==> src/rtl/dma_seq_pkg.sv <==
// Package: shared encodings for the DMA channel sequencer.
// Assumes: source and state codes are used consistently by all sub-blocks.
package dma_seq_pkg;

    typedef enum logic [1:0] {
        SRC_AUTO = 2'd0,
        SRC_IRQ  = 2'd1,
        SRC_PIN  = 2'd2,
        SRC_RSVD = 2'd3
    } src_e;

    typedef enum logic [1:0] {
        BS_IDLE = 2'd0,
        BS_REQ  = 2'd1,
        BS_XFER = 2'd2,
        BS_REL  = 2'd3
    } bus_st_e;

endpackage

==> src/rtl/dma_req_detect.sv <==
// Module: pin request detector.
// Synchronizes the active-low request pin through SYNC_STAGES flops. It then
// reports a request either while the synchronized pin is low (level mode) or
// from a pending flag set on each falling edge (edge mode).
// Assumes: clear_pending marks the cycle the request was serviced.
// If a set and a clear fall in the same cycle, the set wins.
module dma_req_detect #(
    parameter int SYNC_STAGES = 2
) (
    input  logic clk,
    input  logic rst_n,
    input  logic pin_n,
    input  logic level_mode,
    input  logic clear_pending,
    output logic pin_active
);
    logic [SYNC_STAGES-1:0] sync_q;
    logic                   prev_q;
    logic                   pending_q;
    logic                   pin_sync;
    logic                   fall_det;

    assign pin_sync = sync_q[SYNC_STAGES-1];
    assign fall_det = prev_q & ~pin_sync;

    // Synchronizer chain, idle level is high.
    generate
        for (genvar i = 0; i < SYNC_STAGES; i++) begin : g_sync
            always_ff @(posedge clk) begin
                if (!rst_n) sync_q[i] <= 1'b1;
                else        sync_q[i] <= (i == 0) ? pin_n : sync_q[(i == 0) ? 0 : i-1];
            end
        end
    endgenerate

    // Delay stage used for falling-edge detection.
    always_ff @(posedge clk) begin
        if (!rst_n) prev_q <= 1'b1;
        else        prev_q <= pin_sync;
    end

    // Pending flag: captured edge held until serviced.
    always_ff @(posedge clk) begin
        if (!rst_n)                       pending_q <= 1'b0;
        else if (!level_mode && fall_det) pending_q <= 1'b1;
        else if (clear_pending || level_mode) pending_q <= 1'b0;
    end

    assign pin_active = level_mode ? ~pin_sync : pending_q;

    // Edge capture must land in the pending flag.
    assert_edge_captured_R2: assert property (@(posedge clk) disable iff (!rst_n)
        (!level_mode && fall_det) |=> pending_q);

endmodule

==> src/rtl/dma_unit_counter.sv <==
// Module: remaining-unit counter.
// Loads a count on arm and steps down by one per completed unit.
// Assumes: dec is asserted only while the count is nonzero.
module dma_unit_counter #(
    parameter int CNT_W = 16
) (
    input  logic             clk,
    input  logic             rst_n,
    input  logic             load,
    input  logic [CNT_W-1:0] load_val,
    input  logic             dec,
    output logic [CNT_W-1:0] cnt,
    output logic             is_last
);
    localparam logic [CNT_W-1:0] ONE = CNT_W'(1);

    // Count register: load has priority over decrement.
    always_ff @(posedge clk) begin
        if (!rst_n)                     cnt <= '0;
        else if (load)                  cnt <= load_val;
        else if (dec && cnt != '0)      cnt <= cnt - ONE;
    end

    assign is_last = (cnt == ONE);

    // Each completion removes exactly one unit.
    assert_count_step_R9: assert property (@(posedge clk) disable iff (!rst_n)
        (dec && !load && cnt != '0) |=> (cnt == $past(cnt) - ONE));

endmodule

==> src/rtl/dma_bus_fsm.sv <==
// Module: bus handshake sequencer.
// Raises the bus request on activation and issues one unit_start per grant.
// Releases the bus after each unit (stealing), or keeps it through the run
// (burst) unless another channel is pending.
// Assumes: the grant stays high while the request is held.
module dma_bus_fsm
    import dma_seq_pkg::*;
(
    input  logic clk,
    input  logic rst_n,
    input  logic go,
    input  logic burst_mode,
    input  logic bus_grant,
    input  logic unit_done,
    input  logic other_pending,
    input  logic is_last,
    output logic bus_req,
    output logic unit_start,
    output logic dec,
    output logic last_done,
    output logic serviced
);
    bus_st_e state_q;
    logic    start_q;

    assign dec       = (state_q == BS_XFER) && unit_done;
    assign last_done = dec && is_last;
    assign serviced  = (state_q == BS_REQ) && bus_grant;
    assign bus_req   = (state_q == BS_REQ) || (state_q == BS_XFER);
    assign unit_start = start_q;

    // State register and start pulse generation.
    always_ff @(posedge clk) begin
        if (!rst_n) begin
            state_q <= BS_IDLE;
            start_q <= 1'b0;
        end else begin
            start_q <= 1'b0;
            case (state_q)
                BS_IDLE: if (go) state_q <= BS_REQ;
                BS_REQ: if (bus_grant) begin
                    state_q <= BS_XFER;
                    start_q <= 1'b1;
                end
                BS_XFER: if (unit_done) begin
                    if (!is_last && burst_mode && !other_pending) start_q <= 1'b1;
                    else                                         state_q <= BS_REL;
                end
                default: state_q <= BS_IDLE;
            endcase
        end
    end

    // Stealing mode drops the bus after every unit.
    assert_steal_release_R6: assert property (@(posedge clk) disable iff (!rst_n)
        (dec && !burst_mode) |=> !bus_req);

    // Burst mode restarts immediately with the bus still held.
    assert_burst_hold_R7: assert property (@(posedge clk) disable iff (!rst_n)
        (dec && burst_mode && !other_pending && !is_last) |=> (bus_req && unit_start));

    // Another channel pending forces a release at the unit boundary.
    assert_preempt_release_R8: assert property (@(posedge clk) disable iff (!rst_n)
        (dec && other_pending) |=> !bus_req);

endmodule

==> src/rtl/dma_seq_core.sv <==
// Module: DMA channel request and bus-mode sequencer (top).
// Selects the activation source, derives the bus-access mode, flags illegal
// configurations, and ties the detector, counter and bus FSM together.
// Assumes: configuration inputs are stable while the channel is armed.
module dma_seq_core
    import dma_seq_pkg::*;
#(
    parameter int CNT_W       = 16,
    parameter int SYNC_STAGES = 2
) (
    input  logic             clk,
    input  logic             rst_n,
    input  logic             enable_set,
    input  logic [CNT_W-1:0] cfg_count,
    input  logic [1:0]       cfg_unit,
    input  logic [1:0]       cfg_src,
    input  logic             cfg_burst,
    input  logic             cfg_ext_level,
    input  logic             cfg_p2p,
    input  logic             irq_req,
    input  logic             ext_req_n,
    input  logic             other_pending,
    input  logic             bus_grant,
    input  logic             unit_done,
    output logic             bus_req,
    output logic             unit_start,
    output logic [1:0]       unit_size,
    output logic             chan_enable,
    output logic             xfer_done,
    output logic             cfg_err,
    output logic [CNT_W-1:0] units_left
);
    src_e src;
    logic pin_active;
    logic src_req;
    logic go;
    logic burst_mode;
    logic arm;
    logic dec;
    logic last_done;
    logic serviced;
    logic is_last;
    logic en_q;
    logic done_q;
    logic [1:0] size_q;

    assign src        = src_e'(cfg_src);
    assign cfg_err    = (src == SRC_RSVD) || ((src == SRC_PIN) && cfg_p2p);
    assign burst_mode = (src == SRC_AUTO) && cfg_burst;
    assign arm        = enable_set && (cfg_count != '0) && !en_q;

    // Activation request from the selected source.
    always_comb begin
        case (src)
            SRC_AUTO: src_req = 1'b1;
            SRC_IRQ:  src_req = irq_req;
            SRC_PIN:  src_req = pin_active;
            default:  src_req = 1'b0;
        endcase
    end

    assign go = en_q && !cfg_err && src_req;

    // Channel enable: set on a valid arm, cleared on the final unit.
    always_ff @(posedge clk) begin
        if (!rst_n)         en_q <= 1'b0;
        else if (last_done) en_q <= 1'b0;
        else if (arm)       en_q <= 1'b1;
    end

    // End-of-run pulse, registered from the final completion.
    always_ff @(posedge clk) begin
        if (!rst_n) done_q <= 1'b0;
        else        done_q <= last_done;
    end

    // Unit size latched at arm time.
    always_ff @(posedge clk) begin
        if (!rst_n)   size_q <= 2'd0;
        else if (arm) size_q <= cfg_unit;
    end

    dma_req_detect #(.SYNC_STAGES(SYNC_STAGES)) u_detect (
        .clk          (clk),
        .rst_n        (rst_n),
        .pin_n        (ext_req_n),
        .level_mode   (cfg_ext_level),
        .clear_pending(serviced && (src == SRC_PIN)),
        .pin_active   (pin_active)
    );

    dma_unit_counter #(.CNT_W(CNT_W)) u_count (
        .clk     (clk),
        .rst_n   (rst_n),
        .load    (arm),
        .load_val(cfg_count),
        .dec     (dec),
        .cnt     (units_left),
        .is_last (is_last)
    );

    dma_bus_fsm u_fsm (
        .clk          (clk),
        .rst_n        (rst_n),
        .go           (go),
        .burst_mode   (burst_mode),
        .bus_grant    (bus_grant),
        .unit_done    (unit_done),
        .other_pending(other_pending),
        .is_last      (is_last),
        .bus_req      (bus_req),
        .unit_start   (unit_start),
        .dec          (dec),
        .last_done    (last_done),
        .serviced     (serviced)
    );

    assign chan_enable = en_q;
    assign xfer_done   = done_q;
    assign unit_size   = size_q;

    // A new bus request needs the channel armed.
    assert_no_req_disabled_R1: assert property (@(posedge clk) disable iff (!rst_n)
        $rose(bus_req) |-> $past(en_q));

    // An illegal configuration never starts a request.
    assert_err_blocks_R10: assert property (@(posedge clk) disable iff (!rst_n)
        (cfg_err && !bus_req) |=> !bus_req);

    // Done is a single-cycle pulse with the channel disarmed.
    assert_done_pulse_R9: assert property (@(posedge clk) disable iff (!rst_n)
        xfer_done |-> (!en_q ##1 !xfer_done));

endmodule

==> config.mk <==
export PLATFORM = sky130hd
export DESIGN_NAME = dma_seq_core
export DESIGN_NICKNAME = d
export VERILOG_FILES = /design/src/rtl/dma_seq_pkg.sv /design/src/rtl/dma_req_detect.sv /design/src/rtl/dma_unit_counter.sv /design/src/rtl/dma_bus_fsm.sv /design/src/rtl/dma_seq_core.sv
export SDC_FILE = /design/constraint.sdc
export NUM_CORES = 1
export LEC_CHECK = 0
export ABC_CLOCK_PERIOD_IN_PS = 5200
export BUFFER_PORTS_ARGS = -buffer_cell sky130_fd_sc_hd__buf_2
export CAP_MARGIN = 20
export CORE_UTILIZATION = 40
export CTS_BUF_LIST = sky130_fd_sc_hd__clkbuf_2
export CTS_CLUSTER_DIAMETER = 30
export DETAILED_ROUTE_END_ITERATION = 7
export GPL_TIMING_DRIVEN = 1
export HOLD_SLACK_MARGIN = 0.03
export PLACE_DENSITY = 0.7
export SLEW_MARGIN = 20
export SYNTH_ARGS = -nofsm -noshare
export SYNTH_HDL_FRONTEND = slang
export SYNTH_HIERARCHICAL = 1
export SYNTH_SLANG_ARGS = --single-unit
==> constraint.sdc <==
create_clock -name clk -period 5.2 [get_ports clk]
set_clock_uncertainty 0.2 [all_clocks]
set_input_delay 0.26 -clock clk [delete_from_list [all_inputs] [get_ports clk]]
set_output_delay 0.26 -clock clk [all_outputs]
set_load 0.05 [all_outputs]
# Word level (Yosys, flattened, before mapping)
# Cells that the tools add are included.
[classes]
n_addsub = 1
n_mul = 0
div_mod_pow = 0
magnitude_cmp = 0
n_eq_ne = 10
shift = 0
muxes = 15
bitwise = 3
n_reduce_logical = 30
[op_table]
columns = ["op", "n"]
rows = [
  ["two-way mux 16 bit", 2],
  ["nonzero test 16 bit", 2],
  ["equality test 16 x 1 -> 1 bit, second input constant", 1],
  ["subtractor 16 x 1 -> 16 bit, second input constant", 1],
  ["logical AND 1 bit", 14],
  ["two-way mux 2 bit", 4],
  ["inequality test 2 bit, second input constant", 4],
  ["equality test 2 bit, second input constant", 3],
  ["two-way mux 1 bit", 6],
  ["one-hot mux 2 bit (3 select lines)", 1],
  ["logical NOT 1 bit", 5],
  ["equality test 2 x 1 -> 1 bit, second input constant", 2],
  ["logical NOT 2 bit", 2],
  ["AND reduction 4 bit", 1],
  ["nonzero test 2 bit", 2],
  ["logical OR 1 bit", 3],
  ["one-hot mux 1 bit (3 select lines)", 1],
  ["NOT 1 bit", 2],
  ["one-hot mux 1 bit (2 select lines)", 1],
  ["OR reduction 2 bit", 1],
  ["bitwise AND 1 bit", 1],
]
[totals]
register_bits = 27
latch_bits = 0
ramBits = 0
romBits = 0
input_bits = 31
out_inout_bits = 23
elab_cells = 69
n_memories = 0

# Longest topological paths before layout
# Gate-level depths: netlist (run 1).
[depth]
ltp_word = 8
ltp_mapped = 8
ltp_nobuf = 8

# By module
# The synthesis (run 1) kept the hierarchy.
[by_module_without_submodules]
columns = ["mod", "instances", "cells_each", "area_per_inst_um2", "seq_area_each_um2"]
rows = [
  ["dma_unit_counter", 1, 123, 983.4, 320.3],
  ["dma_seq_core", 1, 27, 264.0, 80.1],
  ["dma_bus_fsm", 1, 26, 261.5, 60.1],
  ["dma_req_detect", 1, 13, 137.6, 80.1],
]

# Least setup slack after synthesis (run 1)
# No wires, ideal clock.
[synth_path]
path_kind = "reg-to-reg"
from = "reg u_fsm.state_q[0]"
to = "reg u_count.cnt[14]"
setup_ns = 0.074
arrival_time_ns = 2.457
required_ns = 4.926
setup_slack_ns = 2.469
stages_incl_launch_ff = 8
path_buffers = 0
synth_period_minus_slack_ns = 2.731
cell_sequence = "dfxtp_1 inv_1 ha_1 and2_1 or4bb_1 or4b_4 or4_1 a31oi_1"
[synth_via]
elab_chain_cells = 4
[synth_rtl]
columns = ["item", "line", "source"]
rows = [
  ["start, declared", "dma_bus_fsm.sv:23", "bus_st_e state_q;"],
  ["start signal, assigned", "dma_bus_fsm.sv:35", "state_q <= BS_IDLE;"],
  ["start signal, assigned", "dma_bus_fsm.sv:40", "BS_IDLE: if (go) state_q <= BS_REQ;"],
  ["start signal, assigned", "dma_bus_fsm.sv:42", "state_q <= BS_XFER;"],
  ["equality test 2 bit", "dma_bus_fsm.sv:26", "assign dec = (state_q == BS_XFER) && unit_done;"],
  ["logical AND 1 bit", "dma_bus_fsm.sv:26", ""],
  ["via dec", "dma_seq_core.sv:39", "logic dec;"],
  ["logical AND 1 bit", "dma_unit_counter.sv:21", "else if (dec && cnt != '0) cnt <= cnt - ONE;"],
  ["nonzero test 2 bit (no source line)", "n/a", ""],
  ["end signal, assigned", "dma_unit_counter.sv:20", "else if (load) cnt <= load_val;"],
  ["end signal, assigned", "dma_unit_counter.sv:21", ""],
  ["end, declared", "dma_unit_counter.sv:12", "output logic [CNT_W-1:0] cnt,"],
]
# The timed path passes the listed nets, and every way through them passes these cells.
# A chain may end at the register's enable or synchronous reset.

# Worst setup path in the final report (run 1)
# Ends and elaborated chain as after synthesis.

==> metrics.txt, run 1 <==
clock slew at reported path FFs=0.27 ns; post-synth top area cell=dfxtp_1; nets=301; vias per cell=5.35; met2 WL=2.06 mm; Max Freq=336 MHz; largest net degree at the start of global routing=32; Critical Path Sink Type=flip-flop; fillers=363; WL met3=169 µm; register area share after synthesis=32.8%; Routed WL per cell=13.8 µm; Synth top area share=32.8%; Synth top cells by count=dfxtp_1, o21ai_0, inv_1, nand2_1, nor2_1; Max-Cap Viols=0; Die X-Extent=66.2 µm; Max clock buf depth=2; Slew Viols, Final=0; row cnt=22; # setup viols final=0; Leak=0.897 nW; vias=1,663; post-CTS sizing=0; first-pass GRT wire length=6.91 mm; WL met1=1.97 mm; antenna cell count=0; EDFF count, synth=0; number of antenna violations at the first check in global routing=0; Initial DRT Pass Iterations=4; Die ar.=4380 µm²; top cells by area, synth=dfxtp_1, o21ai_0, ha_1; synthesized net count=226; total grt overflow=0; final worst-path setup slack=2.22 ns; slew margin rel.=40.3%; Critical Path Fanout Max=9; WS Path Type=flip-flop to flip-flop; DRC viols=0; I/O pin total=54; Peak supply drop=0.000152 V; highest routed layer=met4; Post-CTS Setup Bufs=0; critical path startpoint category=flip-flop; syn_area_per_cell=8.71 µm²; core area=3800 µm²; pre-CTS setup slack=2.28 ns; Hold Crit Class=input pin to flip-flop; Required @ worst endpoint=5.33 ns; CTS tree=built; #FFs+latches synth=27; Routed Antenna Nets=0; dpl hpwl=3.04 mm; fin crit share=57.2%; DRC marker count from the first detailed-route iteration=108; final WL=4.29 mm; clock sink total=27; H-tree depth=1; global placer's final weighted congestion=0.828; RSZ-0062 raised after global routing=no; Clk Latency, worst-skew pair=0.37 ns; layout cells sized above 1=27.0%; vias in the first global route=1,530; Hold Violations, Final=0; Yosys cell types=51; crit path DAT=3.10 ns; Post-Syn Instances=189; GRT Resource Usage Total=21.0%; initial core utilization=43.3%; ys async rst share=0%; Area growth syn-to-layout=33.3%; Cell Area, Synth=1650 µm²; most common cell in the netlist=dfxtp_1; total CTS buffers=3; Tmin final=2.98 ns; Die H=66.2 µm; actual slew at the worst max-slew pin=0.887 ns; Setup TNS=0 ns; Root Buffer Master=clkbuf_2; Power Density=268 nW/µm²; status=completed; I/O Buffers=53; Ys Warns=6; Post-synth top flop=dfxtp_1
[what timing repair did]
action / CTS / global route
hold endpoints to repair: 20 / 2
hold buffers: 20 / 2
setup endpoints to repair: 0 / 0
[cell type report]
type | count | area [µm²] | area share (%)
clock buffer | 3 | 15.0 | 0.684
sequential | 27 | 541 | 24.6
clock inverter | 1 | 7.51 | 0.342
timing repair buffer | 75 | 485 | 22.1
inverter | 11 | 41.3 | 1.88
multi-input combinational | 146 | 1040 | 47.6
tap | 48 | 60.1 | 2.74
[flip-flops by register name, indices dropped and copies added (netlist names)]
signal,cells
u_count/cnt,16
u_fsm/state_q,2
unit_size,2
chan_enable,1
u_detect/pending_q,1
u_detect/pin_sync,1
u_detect/prev_q,1
u_detect/sync_q,1
u_fsm/unit_start,1
xfer_done,1
[critical path, stage by stage (launching register included)]
cell and delay [ns]:
dfxtp_1 0.40, inv_1 0.09, ha_1 0.27, and2_1 0.32, or4bb_1 0.51, or4b_4 0.57
or4_1 0.41, a31oi_1 0.16
[layout by cell type (no fill, tap or decap), types with 4 or more instances in the layout]
cell type      instances
a21oi_1               10
a31oi_1                5
buf_2                 53
dfxtp_1               27
dlygate4sd3_1         22
ha_1                   6
inv_1                 11
mux2i_1                5
nand2_1               11
nand2b_1              10
nand4_1                4
nor2_1                11
nor3b_1                5
nor4_1                 6
o21ai_0               17
or4_1                  4
[through the flow]
step | utilization [%] | area (µm²) | instances | hold WS [ns] | power [mW]
detailed placement | 51.4 | 1950 | 285 | 0.193 | 0.493
finish | 57.8 | 2190 | 311 | 0.0511 | 0.589
CTS | 57.2 | 2170 | 309 | 0.0316 | 0.590
global route | 57.8 | 2190 | 311 | 0.0353 | 0.627
global placement | 51.4 | 1950 | 285 | 0.190 | 0.491
floorplan | - | 1650 | 189 | 0.133 | 0.435
[per-layer routing]
metal  up-vias  track usage, %
met5         -               0
met4         0            8.24
met3         6            2.07
met2        46            34.9
met1       758            27.6
li1        853               -
[logic make-up after synthesis]
group                    synth area share (%)
AND/OR/NAND/NOR                          32.9
AO/OA/AOI/OAI                            21.9
flip-flops                               32.8
buffers and inverters                    3.72
adder cells (fa/ha/maj)                  4.56
multiplexers                             3.04
XOR/XNOR                                 1.06
[report_power, final]
group	internal (mW)	switching, mW
Sequential	0.227	0.0236
Clock	0.0178	0.0671
Combinational	0.0965	0.156
[final timing paths]
path,from,to,slack (ns),cells after the start
setup / recovery,u_fsm/state_q[0],u_count/cnt[14],2.22,7
hold / removal,bus_grant,u_fsm/unit_start,0.05,4
setup reg to reg,u_fsm/state_q[0],u_count/cnt[14],2.22,7
hold reg to reg,u_detect/sync_q[0],u_detect/pin_sync,0.25,1
Power figures use the tool's default switching activity.
==> run 2, diff against run 1 <==
Settings changed: ABC_CLOCK_PERIOD_IN_PS 5200 to 3050.
Clock period 5.2 ns to 3.05 ns, I/O delays scaled along.
==> run 2 against run 1 <==
Setup slack got worse by 2.0 ns. Register-to-register slack got worse by 2.0 ns. Count of clock-buffer cells in the layout increased by 1. Power increased by 72%. Sequential power increased by 71%. Final area increased by 3.8%. Clock power increased by 58%. Utilization increased by 2.2 points. Largest cell class unchanged. Largest power group unchanged.
==> metrics.txt, run 2 (synthesis results as in run 1) <==
critical path launch point=u_fsm/state_q[0]; Int Pwr=0.602 mW; Tmin final=2.81 ns; DP Area=2000 µm²; crit path DAT=2.90 ns; fin crit share=92.1%; Fin Hold WS=0.178 ns; Max-Cap Viols=0; Die X-Extent=66.2 µm; Critical Path Fanout Max=5; initial core utilization=43.3%; most common cell after layout, fill and taps aside=buf_2; vias in the first global route=1,558; Clk Latency, worst-skew pair=0.34 ns; worst reg2reg setup slack=0.24 ns; critical path startpoint category=flip-flop; H-tree depth=1; WS Path Type=flip-flop to flip-flop; # setup viols final=0; antenna cell count=0; total grt overflow=0; I/O pin total=54; core area=3800 µm²; Initial DRT Pass Iterations=4; Hold Violations, Final=0; Peak supply drop=0.000194 V; largest net degree at the start of global routing=32; Routed WL per cell=13.1 µm; vias per cell=5.29; status=completed; Slowest cell on crit path=or4b_4; Power Density=444 nW/µm²; register name with the most flops=u_count/cnt; I/O Buffers=53; Required @ worst endpoint=3.15 ns; dpl hpwl=3.07 mm; actual slew at the worst max-slew pin=0.589 ns; Setup TNS=0 ns; Critical Path Sink Type=flip-flop; first-pass GRT wire length=6.89 mm; Root Buffer Master=clkbuf_2; slowest stage delay, CP=0.57 ns; Leak=0.946 nW; R2R Path Start=u_fsm/state_q[0]; CTS tree=built; nets=311; crit path cell chain=inv_1 -> ha_1 -> and2_1 -> or4bb_1 -> or4b_4 -> or4_1 -> a31oi_1; Routed Antenna Nets=0; GRT Resource Usage Total=20.4%; global placer's final weighted congestion=0.848; Area growth syn-to-layout=38.3%; fillers=356; Comb power frac=44.5%; Seq pwr share=42.3%; RSZ-0062 raised after global routing=no; Storage cell area=541 µm²; CTS Hold Bufs=26; Post-CTS Setup Bufs=0; Max clock buf depth=2; Slew Viols, Final=0; number of antenna violations at the first check in global routing=0; Sw Pwr=0.409 mW; clock power share=13.2%; DRC viols=0; total CTS buffers=3; final WL=4.20 mm; layout cells sized above 1=28.2%; vias=1,697; switch share=40.4%; clock slew at reported path FFs=0.23 ns; Max Freq=356 MHz; Hold Crit Class=input pin to flip-flop; area occupied by multi-input gates=1040 µm²; most frequent cells in the layout=buf_2, dfxtp_1, dlygate4sd3_1; Final Cell Area=2280 µm²; DRC marker count from the first detailed-route iteration=117; Die ar.=4380 µm²; post-CTS sizing=0; row cnt=22; clock sink total=27; Die H=66.2 µm; Largest register FFs=16; slew margin rel.=60.4%; hold path startpoint=other_pending
==> run 2: cell types whose count changed in the layout (fill, tap and decap cells not counted), sizes merged <==
cell / previous run / this run
buf: 53 / 59
clkbuf: 3 / 4
clkinvlp: 1 / 0
dlygate4sd3: 22 / 26
==> run 2: worst paths after layout <==
| path | to | cells after the start |
|---|---|---|
| max | u_count/cnt[14] | 7 |
| min | u_fsm/state_q[1] | 4 |
| max reg2reg | u_count/cnt[14] | 7 |
| min reg2reg | u_detect/pin_sync | 1 |
==> run 2: cell type report <==
cell class	instances	area share [%]
multi-input cells	146	45.9
clock buffers	4	0.879
repair buffers	85	25.1
inverters	11	1.81
flip-flops and latches	27	23.7
well taps	48	2.64
==> run 2: power groups by stage <==
stage               sequential (mW)  combinational, mW  clock, mW
finish                        0.428              0.450      0.134
global route                  0.435              0.485      0.156
CTS                           0.428              0.449      0.140
detailed placement            0.435              0.420          0
global placement              0.433              0.418          0
floorplan                     0.508              0.234          0
==> run 2: worst max-delay path: cells and delay by family, from the launching register on <==
kind | cells | cell delay, ns
AOI/OAI and AO/OA | 1 | 0.16
adders and majority gates | 1 | 0.26
buffers and inverters | 1 | 0.09
DFF | 1 | 0.39
and+or+nand+nor | 4 | 1.65
==> run 2: metal layers <==
layer	routed length, µm	vias to the layer above	GRT usage, %
met2	1970	61	34.4
li1	-	878	-
met4	27	0	6.12
met3	238	2	3.10
met5	0	-	0
met1	1960	756	26.5
==> run 2: per-stage QoR <==
step | power, mW | worst slack [ns] | utilization [%] | std cells
floorplan | 0.742 | 0.319 | - | 189
global placement | 0.852 | 0.355 | 52.6 | 291
detailed placement | 0.855 | 0.289 | 52.6 | 291
CTS | 1.02 | 0.247 | 59.9 | 321
global route | 1.08 | 0.0885 | 59.9 | 321
finish | 1.01 | 0.242 | 59.9 | 321
==> run 3, diff against run 2 <==
Settings changed: ABC_CLOCK_PERIOD_IN_PS 3050 to 3500.
Clock period 3.05 ns to 3.5 ns, I/O delays scaled along.
==> run 3 against run 2 <==
Register-to-register slack gained 0.27 ns. Final cell count shrank 0.93%. Critical path type unchanged. Critical path depth is the same. Largest power group unchanged. Combinational power shrank 14%. Non-clock buffer count shrank 3. Count of clock-buffer cells in the layout shrank 1. Power shrank 12%. Hold slack lost 0.019 ns.
==> metrics.txt, run 3 (synthesis results as in run 1) <==
fin crit share=85.5%; I/O Buffers=53; total power=0.886 mW; Critical Path Sink Type=flip-flop; nets=308; critical path startpoint category=flip-flop; Hold Violations, Final=0; Routed Antenna Nets=0; final non-filler cell total=318; vias=1,757; most frequent cells in the layout=buf_2, dfxtp_1, dlygate4sd3_1; Worst path top cell family by delay=simple AND/OR/NAND/NOR gates; Clk Latency, worst-skew pair=0.37 ns; CTS tree=built; Int Pwr=0.517 mW; Placed Cells=288; total grt overflow=0; WS Path Type=flip-flop to flip-flop; Peak supply drop=0.000203 V; R2R Path Start=u_fsm/state_q[0]; CP Capture Point=u_count/cnt[14]; Die ar.=4380 µm²; global placer's final weighted congestion=0.842; vias per cell=5.53; Required @ worst endpoint=3.62 ns; Sw Pwr=0.369 mW; status=completed; R2R Path End=u_count/cnt[14]; total CTS buffers=3; Tmin final=2.99 ns; WP depth=7; clock slew at reported path FFs=0.28 ns; register name with the most flops=u_count/cnt; Initial DRT Pass Iterations=4; most common cell after layout, fill and taps aside=buf_2; Die H=66.2 µm; post-CTS sizing=0; crit path cell chain=inv_1 -> ha_1 -> and2_1 -> or4bb_1 -> or4b_4 -> or4_1 -> a31oi_1; layout cells sized above 1=27.4%; slew margin rel.=54.6%; row cnt=22; largest net degree at the start of global routing=32; Hold Crit Class=input pin to flip-flop; Area growth syn-to-layout=37.1%; pre-CTS setup slack=0.597 ns; Max-Cap Viols=0; clock power share=14.2%; Slowest cell on crit path=or4b_4; slowest stage delay, CP=0.58 ns; I/O pin total=54; Seq pwr share=42.1%; Slew Viols, Final=0; Power Density=393 nW/µm²; Max clock buf depth=2; RSZ-0062 raised after global routing=no; actual slew at the worst max-slew pin=0.675 ns; Largest register FFs=16; Critical Path Fanout Max=9; Root Buffer Master=clkbuf_2; # setup viols final=0; R2R depth=7; Routed WL per cell=13.4 µm; number of antenna violations at the first check in global routing=0; crit path DAT=3.11 ns; Max Freq=334 MHz; first-pass GRT wire length=6.95 mm; Buf/Inv on CP=1; DRC viols=0; DRC marker count from the first detailed-route iteration=134; final WL=4.27 mm; H-tree depth=1; antenna cell count=0; worst reg2reg setup slack=0.51 ns; clock sink total=27; DP Area=1970 µm²; initial core utilization=43.3%; Die X-Extent=66.2 µm; vias in the first global route=1,577; Leak=0.927 nW; GRT Resource Usage Total=20.5%; dpl hpwl=2.99 mm; Final Cell Area=2260 µm²; Comb power frac=43.6%; fillers=362; Setup TNS=0 ns; core area=3800 µm²; critical path launch point=u_fsm/state_q[0]; switch share=41.6%; final worst-path setup slack=0.508 ns
==> run 3: worst register-to-register path, stage by stage (launching register included) <==
cell and delay [ns]:
dfxtp_1 0.41, inv_1 0.08, ha_1 0.26, and2_1 0.31
or4bb_1 0.54, or4b_4 0.58, or4_1 0.40, a31oi_1 0.16
==> run 3: metal layers <==
metal / up-vias / global-route usage, % / wire, µm / share of wire (%)
met5: - / 0 / 0 / 0
li1: 873 / - / - / -
met4: 0 / 8.24 / 95 / 2.2
met1: 810 / 27.4 / 2010 / 47
met3: 10 / 1.55 / 190 / 4.4
met2: 64 / 34.1 / 1970 / 46
==> run 3: cell type report <==
class | instances | area [µm²] | share of cell area (%)
clock inverters | 1 | 7.51 | 0.333
repair buffers | 82 | 548 | 24.3
clock buffers | 3 | 15.0 | 0.665
well taps | 48 | 60.1 | 2.66
inverters | 11 | 41.3 | 1.83
flip-flops and latches | 27 | 541 | 23.9
multi-input cells | 146 | 1040 | 46.3
==> run 3: worst min-delay path by stage <==
| stage | from | endpoint | depth (start not counted) | slack [ns] |
|---|---|---|---|---|
| finish | enable_set | unit_size[0] | 5 | 0.16 |
| global route | enable_set | unit_size[0] | 5 | 0.14 |
| CTS | enable_set | unit_size[1] | 5 | 0.15 |
| detailed placement | ext_req_n | u_detect/sync_q[0] | 2 | 0.17 |
| global placement | ext_req_n | u_detect/sync_q[0] | 2 | 0.16 |
| floorplan | rst_n | u_detect/pin_sync | 1 | 0.05 |
==> run 3: power groups by stage <==
stage	clock (mW)	sequential, mW	combinational, mW
3_3_place_gp	0	0.377	0.359
5_1_grt	0.142	0.379	0.417
6_report	0.126	0.373	0.387
2_1_floorplan	0	0.442	0.204
4_1_cts	0.127	0.373	0.385
3_5_place_dp	0	0.378	0.360
==> run 3: stage by stage <==
| step | hold slack, ns | util (%) |
|---|---|---|
| 2_1_floorplan | 0.0480 | - |
| 3_3_place_gp | 0.165 | 52.0 |
| 3_5_place_dp | 0.167 | 52.0 |
| 4_1_cts | 0.148 | 59.4 |
| 5_1_grt | 0.145 | 59.4 |
| 6_report | 0.159 | 59.4 |
==> run 3: what timing repair did <==
action                                  CTS  global route
hold endpoints to repair                 25             0
hold buffers                             26             0
setup buffers                             0             0
endpoints found under the setup margin    0             0
